### src/rtl/dbg_trig_pkg.sv
package dbg_trig_pkg;

    localparam int MODE_W = 4;

    localparam logic [MODE_W-1:0] TM_A_ONLY       = 4'd0;
    localparam logic [MODE_W-1:0] TM_A_OR_B       = 4'd1;
    localparam logic [MODE_W-1:0] TM_A_THEN_B     = 4'd2;
    localparam logic [MODE_W-1:0] TM_EVT_B        = 4'd3;
    localparam logic [MODE_W-1:0] TM_A_THEN_EVT_B = 4'd4;
    localparam logic [MODE_W-1:0] TM_A_AND_B      = 4'd5;
    localparam logic [MODE_W-1:0] TM_A_NOT_B      = 4'd6;
    localparam logic [MODE_W-1:0] TM_IN_RANGE     = 4'd7;
    localparam logic [MODE_W-1:0] TM_OUT_RANGE    = 4'd8;
    localparam logic [MODE_W-1:0] TM_LAST         = TM_OUT_RANGE;

    typedef enum logic [1:0] {
        ST_IDLE  = 2'd0,
        ST_WATCH = 2'd1,
        ST_DONE  = 2'd2
    } seq_state_e;

    typedef struct packed {
        logic [MODE_W-1:0] mode;
        logic              start_on_trig;
    } trig_cfg_t;

    typedef struct packed {
        logic match_a;
        logic match_b;
        logic data_acc;
        logic in_win;
        logic out_win;
    } bus_obs_t;

    typedef struct packed {
        logic hit;
        logic store;
        logic a_set;
    } eval_res_t;

    function automatic logic mode_reserved(input logic [MODE_W-1:0] m);
        return m > TM_LAST;
    endfunction

    function automatic logic mode_needs_a(input logic [MODE_W-1:0] m);
        return (m == TM_A_THEN_B) || (m == TM_A_THEN_EVT_B);
    endfunction

    function automatic logic mode_is_event(input logic [MODE_W-1:0] m);
        return (m == TM_EVT_B) || (m == TM_A_THEN_EVT_B);
    endfunction

endpackage

### src/rtl/dbg_range_cmp.sv
module dbg_range_cmp #(
    parameter int AW = 16
) (
    input  logic [AW-1:0] addr,
    input  logic [AW-1:0] lo,
    input  logic [AW-1:0] hi,
    output logic          in_win,
    output logic          out_win
);
    logic below_lo;
    logic above_hi;

    always_comb begin
        below_lo = addr < lo;
        above_hi = addr > hi;
        in_win   = !below_lo && !above_hi;
        out_win  = below_lo || above_hi;
    end
endmodule

### src/rtl/dbg_trig_eval.sv
module dbg_trig_eval
    import dbg_trig_pkg::*;
(
    input  logic              active,
    input  logic [MODE_W-1:0] mode,
    input  logic              a_seen,
    input  bus_obs_t          obs,
    output eval_res_t         res
);
    logic raw_hit;
    logic raw_store;

    always_comb begin
        raw_hit   = 1'b0;
        raw_store = 1'b0;
        unique case (mode)
            TM_A_ONLY:       raw_hit   = obs.match_a;
            TM_A_OR_B:       raw_hit   = obs.match_a || obs.match_b;
            TM_A_THEN_B:     raw_hit   = a_seen && obs.match_b;
            TM_EVT_B:        raw_store = obs.match_b;
            TM_A_THEN_EVT_B: raw_store = a_seen && obs.match_b;
            TM_A_AND_B:      raw_hit   = obs.match_a && obs.match_b && obs.data_acc;
            TM_A_NOT_B:      raw_hit   = obs.match_a && !obs.match_b && obs.data_acc;
            TM_IN_RANGE:     raw_hit   = obs.in_win;
            TM_OUT_RANGE:    raw_hit   = obs.out_win;
            default: begin
                raw_hit   = 1'b0;
                raw_store = 1'b0;
            end
        endcase
    end

    always_comb begin
        res.hit   = active && raw_hit && !mode_is_event(mode) && !mode_reserved(mode);
        res.store = active && raw_store;
        res.a_set = active && mode_needs_a(mode) && obs.match_a;
    end
endmodule

### src/rtl/dbg_trig_ctl.sv
module dbg_trig_ctl
    import dbg_trig_pkg::*;
(
    input  logic      clk,
    input  logic      rst,
    input  logic      arm,
    input  trig_cfg_t cfg_in,
    input  eval_res_t res,
    output logic      active,
    output logic      a_seen,
    output trig_cfg_t cfg_q,
    output logic      trig,
    output logic      cap_en,
    output logic      store
);
    seq_state_e state_q;

    assign active = (state_q == ST_WATCH) && !arm;

    always_ff @(posedge clk) begin
        if (rst) begin
            state_q <= ST_IDLE;
            cfg_q   <= '0;
            a_seen  <= 1'b0;
            trig    <= 1'b0;
            cap_en  <= 1'b0;
            store   <= 1'b0;
        end else if (arm) begin
            state_q <= ST_WATCH;
            cfg_q   <= cfg_in;
            a_seen  <= 1'b0;
            trig    <= 1'b0;
            cap_en  <= !cfg_in.start_on_trig;
            store   <= 1'b0;
        end else begin
            store <= res.store;
            if (res.a_set) begin
                a_seen <= 1'b1;
            end
            if (state_q == ST_WATCH && res.hit) begin
                state_q <= ST_DONE;
                trig    <= 1'b1;
                cap_en  <= cfg_q.start_on_trig;
            end
        end
    end
endmodule

### src/rtl/dbg_trig_seq.sv
module dbg_trig_seq
    import dbg_trig_pkg::*;
#(
    parameter int AW = 16
) (
    input  logic          clk,
    input  logic          rst,
    input  logic          arm_i,
    input  logic [3:0]    mode_i,
    input  logic          cap_begin_i,
    input  logic          match_a_i,
    input  logic          match_b_i,
    input  logic          data_acc_i,
    input  logic [AW-1:0] addr_i,
    input  logic [AW-1:0] lo_i,
    input  logic [AW-1:0] hi_i,
    output logic          trig_o,
    output logic          cap_en_o,
    output logic          store_o
);
    trig_cfg_t         cfg_in;
    trig_cfg_t         cfg_q;
    bus_obs_t          obs;
    eval_res_t         res;
    logic              active;
    logic              a_seen;
    logic              in_win;
    logic              out_win;
    logic [MODE_W-1:0] act_mode;
    logic              act_start;

    assign cfg_in.mode          = mode_i;
    assign cfg_in.start_on_trig = cap_begin_i;
    assign act_mode             = cfg_q.mode;
    assign act_start            = cfg_q.start_on_trig;

    dbg_range_cmp #(.AW(AW)) u_rng (
        .addr    (addr_i),
        .lo      (lo_i),
        .hi      (hi_i),
        .in_win  (in_win),
        .out_win (out_win)
    );

    assign obs.match_a  = match_a_i;
    assign obs.match_b  = match_b_i;
    assign obs.data_acc = data_acc_i;
    assign obs.in_win   = in_win;
    assign obs.out_win  = out_win;

    dbg_trig_eval u_eval (
        .active (active),
        .mode   (act_mode),
        .a_seen (a_seen),
        .obs    (obs),
        .res    (res)
    );

    dbg_trig_ctl u_ctl (
        .clk    (clk),
        .rst    (rst),
        .arm    (arm_i),
        .cfg_in (cfg_in),
        .res    (res),
        .active (active),
        .a_seen (a_seen),
        .cfg_q  (cfg_q),
        .trig   (trig_o),
        .cap_en (cap_en_o),
        .store  (store_o)
    );
endmodule

### config.mk
export PLATFORM = sky130hd
export DESIGN_NAME = dbg_trig_seq
export DESIGN_NICKNAME = d
export VERILOG_FILES = /design/src/rtl/dbg_trig_pkg.sv /design/src/rtl/dbg_range_cmp.sv /design/src/rtl/dbg_trig_eval.sv /design/src/rtl/dbg_trig_ctl.sv /design/src/rtl/dbg_trig_seq.sv
export SDC_FILE = /design/constraint.sdc
export NUM_CORES = 1
export LEC_CHECK = 0
export BUFFER_PORTS_ARGS = -buffer_cell sky130_fd_sc_hd__clkbuf_2
export CORE_MARGIN = 2
export CORE_UTILIZATION = 40
export DETAILED_ROUTE_END_ITERATION = 8
export GPL_ROUTABILITY_DRIVEN = 0
export PLACE_DENSITY = 0.7
export SETUP_SLACK_MARGIN = 0.15
export SLEW_MARGIN = 20
export SYNTH_ARGS = -nofsm -noshare
export SYNTH_HDL_FRONTEND = slang
export SYNTH_SLANG_ARGS = --single-unit
### constraint.sdc
create_clock -name clk -period 2.34 [get_ports clk]
set_input_delay 0.117 -clock clk [delete_from_list [all_inputs] [get_ports clk]]
set_output_delay 0.117 -clock clk [all_outputs]
set_load 0.02 [all_outputs]
# Word-level counts from Yosys, hierarchy flattened
# Cells that the tools add are included.
# W data, S select, Z words.
totals:
  reg_bits: 10
  latchBits: 0
  ramBits: 0
  romBits: 0
  input_bits: 59
  output_inout_bits: 3
  elab_cells: 53
  memories: 0
classes:
  n_addsub: 0
  multipliers: 0
  div_mod_pow: 0
  magnitude_cmp: 3
  eq_ne: 9
  shifts: 0
  n_mux: 6
  n_bitwise: 0
  n_reduce_logical: 28
op_table:
  columns: ["cell", "n"]
  rows:
  - ["$eq A4 B3 Y1 const B", 4]
  - ["$gt A16 B16 Y1", 1]
  - ["$lt A16 B16 Y1", 1]
  - ["$logic_and A1 B1 Y1", 14]
  - ["$eq A4 B2 Y1 const B", 2]
  - ["$logic_not A1 Y1", 7]
  - ["$pmux W1 S7", 1]
  - ["$eq A4 B1 Y1 const B", 1]
  - ["$eq A4 B4 Y1 const B", 1]
  - ["$gt A4 B4 Y1 const B", 1]
  - ["$logic_not A4 Y1", 1]
  - ["$logic_or A1 B1 Y1", 4]
  - ["$mux W1", 4]
  - ["$eq A2 B1 Y1 const B", 1]
  - ["$pmux W1 S2", 1]
  - ["$reduce_bool A2 Y1", 1]
  - ["$reduce_or A2 Y1", 1]

# Depth between registers and ports, before layout
# Gate-level depths: netlist (run 1).
logic_depth:
  depth_word: 10
  depth_mapped: 10
  ltp_nobuf: 10

# Hierarchy
# From an unflattened synthesis (run 1), not the netlist that was laid out.
hier_totals:
  hier_cells: 174
  hier_area_um2: 1367.6
modules_own_cells:
  columns: ["mod", "n_inst", "cells_per_inst", "area_each_um2", "seq_area_each_um2"]
  rows:
  - ["dbg_range_cmp", 1, 109, 790.8, 0.0]
  - ["dbg_trig_ctl", 1, 34, 372.9, 200.2]
  - ["dbg_trig_eval", 1, 31, 203.9, 0.0]

# Worst setup path before layout (run 1)
# Ideal clock, no wire load.
synth_path:
  path_kind: "input-to-reg"
  start: "input port hi_i[7]"
  end: "register u_ctl.cap_en"
  setup_ns: 0.086
  t_arrival_ns: 1.747
  required_time_ns: 2.254
  path_slack_ns: 0.507
  path_stages: 10
  n_path_buf: 0
  path_cell_list: "inv_1 -> ha_1 -> a21oi_1 -> o21ai_1 -> a221oi_2 -> o211ai_2 -> a22oi_4 -> mux2i_4 -> a21oi_2 -> a221oi_2"
synth_via:
  elab_chain_len: 9
  word_cells_on_any_way: 10
  cone_classes: "order compare: 1; mux: 1; reduce/logical: 8"
synth_rtl:
  columns: ["element", "line", "rtl"]
  rows:
  - ["start, declared", "dbg_trig_seq.sv:16", "input logic [AW-1:0] hi_i,"]
  - ["$gt A16 B16 Y1 *", "dbg_range_cmp.sv:15", "above_hi = addr > hi;"]
  - ["$logic_not A1 Y1", "dbg_range_cmp.sv:16", "in_win = !below_lo && !above_hi;"]
  - ["$logic_and A1 B1 Y1", "dbg_range_cmp.sv:16", null]
  - ["$pmux W1 S7 *", "dbg_trig_eval.sv:16", "unique case (mode)"]
  - ["$logic_and A1 B1 Y1 * (3 in a row)", "dbg_trig_eval.sv:34", "res.hit = active && raw_hit && !mode_is_event(mode) && !mode_reserved(mode);"]
  - ["$logic_and A1 B1 Y1 *", "dbg_trig_ctl.sv:40", "if (state_q == ST_WATCH && res.hit) begin"]
  - ["$reduce_bool A2 Y1 (no line) *", null, null]
  - ["end signal, assigned", "dbg_trig_ctl.sv:33", "cap_en <= !cfg_in.start_on_trig;"]
  - ["end signal, assigned", "dbg_trig_ctl.sv:43", "cap_en <= cfg_q.start_on_trig;"]
  - ["end, declared", "dbg_trig_ctl.sv:13", "output logic cap_en,"]
# Mark *: on every way between the ends. The rest lies on a longest branch, timed or not.
# A chain may end at the register's enable or synchronous reset.

# Final worst setup path (run 1)
layout_path:
  start: "input port hi_i[5]"
  end: "register u_ctl.cap_en"
# The elaborated chain is that of the path after synthesis.

==> flow_metrics.env, run 1 <==
export IMPL_run_status="finished, final reports clean"
export IMPL_worst_ep_arrival_time_ns=1.94
export IMPL_n_antenna_cell=0
export IMPL_detail_route_vias_per_cell=4.808
export IMPL_clock_fmax_mhz=568.7
export IMPL_setup_worst_path_start_class="input port"
export IMPL_switchingPower_mw=0.1732
export IMPL_die_w_um=61.77
export IMPL_fin_worst_skew_ns=0.004168
export IMPL_number_of_buffers_inserted_to_repair_setup_after_cts=0
export IMPL_via_count=1279
export IMPL_ys_flop_type="dfxtp_1"
export IMPL_cts_htree_levels=1
export IMPL_share_clk_of_total_power_pct=21.4
export IMPL_worst_slew_pin_tran_ns=0.3018
export IMPL_power_report_internal_total_mw=0.3523
export IMPL_routedWlPerCell_um=10.24
export IMPL_worstHoldPathType="input port to flop"
export IMPL_totalWireLength_um=2725
export IMPL_first_pass_grt_wire_length_um=4657
export IMPL_synthDistinctLibCells=41
export IMPL_synth_area_per_cell_um2=8.190
export IMPL_initial_utilization_pct=43.02
export IMPL_finalSetupTns_ns=0
export IMPL_period_share_pct=75.14
export IMPL_setup_worst_path_class="input port to flop"
export IMPL_max_cap_violations=0
export IMPL_final_min_clock_period_ns=1.758
export IMPL_async_set_or_reset_register_ratio_after_synthesis_pct=0
export IMPL_number_of_antenna_violations_at_the_first_check_in_global_routing=0
export IMPL_numCtsBuffers=3
export IMPL_setup_slack_ns=0.5816
export IMPL_cts_sinks=10
export IMPL_worst_setup_hold_path_clk_slew_ns=0.06
export IMPL_hold_slack_ns=0.07415
export IMPL_insertion_delay_ns=0.26
export IMPL_synth_most_common_cell="inv_1"
export IMPL_power_per_cell_area_nw_per_um2=310.4
export IMPL_layout_drive_gt1_share_pct=33.33
export IMPL_post_synth_most_frequent_cells="33 x inv_1, 31 x ha_1, 11 x a21oi_1"
export IMPL_drtIter0Drc=25
export IMPL_netlist_top_cells_area="ha_1 29%, dfxtp_1 15%, inv_1 9.3%, a21oi_1 4.1%, mux2i_1 3.7%"
export IMPL_critical_path_required_ns=2.52
export IMPL_ys_ff_latch=10
export IMPL_core_rowCount=20
export IMPL_p_comb_share_pct=42.7
export IMPL_area_delta_synth_final_pct=26.80
export IMPL_drcViolationCount=0
export IMPL_core_area_um2=3103
export IMPL_cellLeakagePower_nw=0.9503
export IMPL_ios=62
export IMPL_sequential_share_of_the_synthesized_area_pct=15.00
export IMPL_critical_path_max_fanout=4
export IMPL_slew_limit_headroom_pct=79.88
export IMPL_p_sw_share_pct=32.96
export IMPL_synth_fp_nets=253
export IMPL_grt_setup_unrepaired="no"
export IMPL_setup_violations=0
export IMPL_fp_dieArea_um2=3816
export IMPL_final_nets=314
export IMPL_dp_slack_ns=0.2861
export IMPL_synth_edf_count=0
export IMPL_drt_first_pass_iters=4
export IMPL_syn_cell_area_um2=1335
export IMPL_pin_count_of_the_biggest_net_entering_global_routing=12
export IMPL_port_buffers=61
export IMPL_cts_root_buf="clkbuf_4"
export IMPL_synth_largest_type_area_fraction_pct=29.05
export IMPL_slew_violations=0
export IMPL_post_cts_resize_count=0
export IMPL_clock_tree_from_tritoncts="built"
export IMPL_grt_total_usage_pct=15.82
export IMPL_cts_hold_repair_buffers=0
export IMPL_cts_path_max_buffers=2
export IMPL_cp_end_kind="flop"
export IMPL_synth_largest_area_cell="ha_1"
export IMPL_die_height_um=61.77
export IMPL_grt_overflow=0
export IMPL_first_global_vias=1217
export IMPL_irDropWorstVdd_mv=0.3067
export IMPL_seq_power_share_pct=35.9
export IMPL_hold_viol_final=0
export IMPL_route_antenna_remaining_nets=0
export IMPL_postSynthCellCount=163
export IMPL_yosys_warnings=0
export IMPL_hpwl_reported_at_the_end_of_detailed_placement_um=2512
==> metal layers <==
metal | part of all wire [%] | track usage (%)
met2 | 47 | 29.77
met5 | 0 | 0
met1 | 46 | 19.57
met4 | 0 | 3.647
met3 | 6.2 | 1.035
==> final cells by class <==
| type | count | area [µm²] |
|---|---|---|
| Clock buffer | 3 | 22.52 |
| Fill cell | 319 | 1410 |
| Inverter | 33 | 123.9 |
| Multi-Input combinational cell | 115 | 985.9 |
| Sequential cell | 10 | 200.2 |
| Tap cell | 44 | 55.05 |
| Timing Repair Buffer | 61 | 305.3 |
==> critical path, stage by stage <==
cell and delay, ns:
clkbuf_2 0.08, inv_1 0.04, ha_1 0.28, a21oi_1 0.15, o21ai_1 0.09, a221oi_2 0.29
o211ai_2 0.12, a22oi_4 0.17, mux2i_4 0.30, a21oi_2 0.09, a221oi_2 0.22
==> worst paths after layout <==
path,to,slack [ns],startpoint,cells after the start
hold / removal,u_ctl.cap_en,0.07,cap_begin_i,2
setup / recovery,u_ctl.cap_en,0.58,hi_i[5],11
hold reg to reg,u_ctl.trig,0.49,u_ctl.trig,2
setup reg to reg,u_ctl.cap_en,0.60,u_ctl.cfg_q[2],7
==> state kept, by name, summed over array words and instances, names as in the netlist <==
signal / count
u_ctl.cap_en: 1
u_ctl.a_seen: 1
u_ctl.cfg_q: 5
u_ctl.trig: 1
u_ctl.state_q: 1
u_ctl.store: 1
==> placed cells by master, fill, tap and decap left out, drive strengths merged <==
cell,count
a21o,3
dfxtp,10
and4,2
a21oi,12
a21bo,1
o211ai,2
a41oi,2
nor4b,2
nand4b,1
a22oi,1
a211oi,3
xnor2,1
nand3,4
inv,33
nand4,4
nand2b,4
o31ai,1
nor2b,1
mux2i,6
o21a,1
a31oi,2
ha,31
nand2,6
nand3b,2
and2,1
nor4,1
clkbuf,64
o21ai,7
a221oi,2
nor3b,1
nor3,2
nor2,9
==> logic make-up after synthesis <==
group / synth area share, %
buffers and inverters: 11.15
adders and majority gates: 29.05
AOI/OAI and AO/OA: 20.62
DFF: 15.00
and+or+nand+nor: 18.09
muxes: 5.436
xor gates and xnor gates: 0.6562
==> through the flow <==
step	utilization (%)	area, µm²	total power [mW]	std cells
2_1_floorplan	-	1335	0.3373	163
3_3_place_gp	53.83	1670	0.4170	263
3_5_place_dp	53.83	1670	0.4189	263
4_1_cts	54.56	1693	0.5334	266
5_1_grt	54.56	1693	0.5761	266
6_report	54.56	1693	0.5255	266
==> power groups by stage <==
stage	clock network (mW)	registers [mW]	logic, mW
floorplan	0	0.188	0.149
global placement	0	0.193	0.224
detailed placement	0	0.192	0.226
CTS	0.117	0.189	0.228
global route	0.125	0.190	0.260
finish	0.113	0.189	0.224
Power figures use the tool's default switching activity.
==> run 2: changes to the inputs <==
==> constraint.sdc (replaced) <==
create_clock -name clk -period 1.8 [get_ports clk]
set_input_delay 0.09 -clock clk [delete_from_list [all_inputs] [get_ports clk]]
set_output_delay 0.09 -clock clk [all_outputs]
set_load 0.02 [all_outputs]
==> flow_metrics.env, run 2 (synthesis results as in run 1) <==
export IMPL_worst_ep_arrival_time_ns=1.86
export IMPL_fillerInstances=299
export IMPL_number_of_antenna_violations_at_the_first_check_in_global_routing=0
export IMPL_grt_overflow=0
export IMPL_setup_worst_path_class="input port to flop"
export IMPL_critical_path_required_ns=1.97
export IMPL_grt_total_usage_pct=16.80
export IMPL_ios=62
export IMPL_initial_utilization_pct=43.02
export IMPL_seq_area_um2=201.4
export IMPL_critical_path_max_fanout=4
export IMPL_routedWlPerCell_um=11.71
export IMPL_final_nets=323
export IMPL_number_of_buffers_inserted_to_repair_setup_after_cts=0
export IMPL_cp_end_kind="flop"
export IMPL_global_route_usage_met3_pct=0.6211
export IMPL_power_per_cell_area_nw_per_um2=405.4
export IMPL_worstHoldPathType="input port to flop"
export IMPL_via_count=1378
export IMPL_gr_usage_met1_pct=20.96
export IMPL_slew_limit_headroom_pct=80.82
export IMPL_hold_slack_ns=0.05203
export IMPL_cts_hold_repair_buffers=0
export IMPL_max_stage_delay_ns=0.31
export IMPL_first_pass_grt_wire_length_um=4905
export IMPL_most_common_layout_cells="54 x clkbuf_2, 25 x inv_1, 16 x ha_1, 14 x ha_4"
export IMPL_worstPathCellList="buf_6 -> ha_4 -> and4_1 -> a221oi_2 -> o211ai_2 -> a22oi_4 -> mux2i_4 -> a21oi_2 -> a221oi_2"
export IMPL_cts_sinks=10
export IMPL_cts_htree_levels=1
export IMPL_final_min_clock_period_ns=1.688
export IMPL_layoutNonFillerInstCount=276
export IMPL_port_buffers=61
export IMPL_cts_path_max_buffers=2
export IMPL_busiest_layer="met2"
export IMPL_first_global_vias=1271
export IMPL_max_cap_violations=0
export IMPL_final_area_um2=2053
export IMPL_detail_route_vias_per_cell=4.993
export IMPL_period_share_pct=93.78
export IMPL_p_total_mw=0.8325
export IMPL_critical_path_top_cell_by_count="a221oi_2"
export IMPL_cts_root_buf="clkbuf_4"
export IMPL_grt_setup_unrepaired="yes"
export IMPL_die_height_um=61.77
export IMPL_setup_worst_path_start_class="input port"
export IMPL_clock_fmax_mhz=592.4
export IMPL_largest_register_ffs=5
export IMPL_drtIter0Drc=34
export IMPL_registers_top_by_ff_count="u_ctl.cfg_q"
export IMPL_critical_path_slowest_cell="mux2i_4"
export IMPL_core_rowCount=20
export IMPL_pin_count_of_the_biggest_net_entering_global_routing=11
export IMPL_irDropWorstVdd_mv=0.4595
export IMPL_critical_path_buf_inv_count=1
export IMPL_setup_violations=0
export IMPL_layout_cells_most_common="clkbuf_2"
export IMPL_met2_usage_in_global_routing_pct=31.58
export IMPL_clock_tree_from_tritoncts="built"
export IMPL_drcViolationCount=0
export IMPL_cellLeakagePower_nw=1.012
export IMPL_hpwl_reported_at_the_end_of_detailed_placement_um=2744
export IMPL_worst_path_dominant_cell_family="compound AO/OA/AOI/OAI gates"
export IMPL_area_delta_synth_final_pct=53.80
export IMPL_layout_drive_gt1_share_pct=50.86
export IMPL_totalWireLength_um=3232
export IMPL_slew_violations=0
export IMPL_multiInputGateArea_um2=1206
export IMPL_insertion_delay_ns=0.26
export IMPL_hold_viol_final=0
export IMPL_worst_setup_hold_path_clk_slew_ns=0.06
export IMPL_cell_count_after_placement=272
export IMPL_fin_worst_skew_ns=0.004087
export IMPL_n_antenna_cell=0
export IMPL_place_area_um2=1857
export IMPL_worst_slew_pin_tran_ns=0.2873
export IMPL_numCtsBuffers=3
export IMPL_die_w_um=61.77
export IMPL_run_status="finished, final reports clean"
export IMPL_drt_first_pass_iters=4
export IMPL_route_antenna_remaining_nets=0
export IMPL_fp_dieArea_um2=3816
export IMPL_core_area_um2=3103
[run 2: metal layers]
layer | share of wire (%) | vias up | routed length, µm
met5 | 0 | - | 0
met4 | 0.28 | 0 | 9
met3 | 4.5 | 2 | 147
met2 | 52 | 38 | 1670
met1 | 43 | 620 | 1404
li1 | - | 718 | -
[run 2: layout make-up]
type | count | area share, %
clock buffers | 4 | 1.767
inverters | 33 | 6.520
multi-input cells | 115 | 58.74
flip-flops and latches | 10 | 9.811
well taps | 44 | 2.681
repair buffers | 70 | 20.48
[run 2: worst paths after layout]
path | from | endpoint | slack, ns | depth (start not counted)
worst max-delay path | addr_i[9] | u_ctl.cap_en | 0.11 | 9
worst min-delay path | cap_begin_i | u_ctl.cap_en | 0.05 | 2
worst max register to register | u_ctl.cfg_q[1] | u_ctl.cap_en | 0.18 | 7
worst min register to register | u_ctl.trig | u_ctl.trig | 0.49 | 2
[run 2: power breakdown]
group	switching [mW]	internal (mW)
Clock	0.0739	0.123
Sequential	0.0123	0.232
Combinational	0.182	0.209
[run 2: repair_timing]
item	4_1_cts	5_1_grt
hold endpoints to repair	0	0
pin swaps	3	18
gates resized for setup	5	30
setup endpoints to repair	1	3
[run 2: per-stage QoR]
step | utilization [%] | TNS, ns | setup WS (ns)
global route | 66.17 | 0 | 0.03746
floorplan | - | 0 | 0.05682
global placement | 59.84 | -0.2250 | -0.1428
finish | 66.17 | 0 | 0.1119
CTS | 61.61 | 0 | 0.1267
detailed placement | 59.84 | -0.3372 | -0.1935
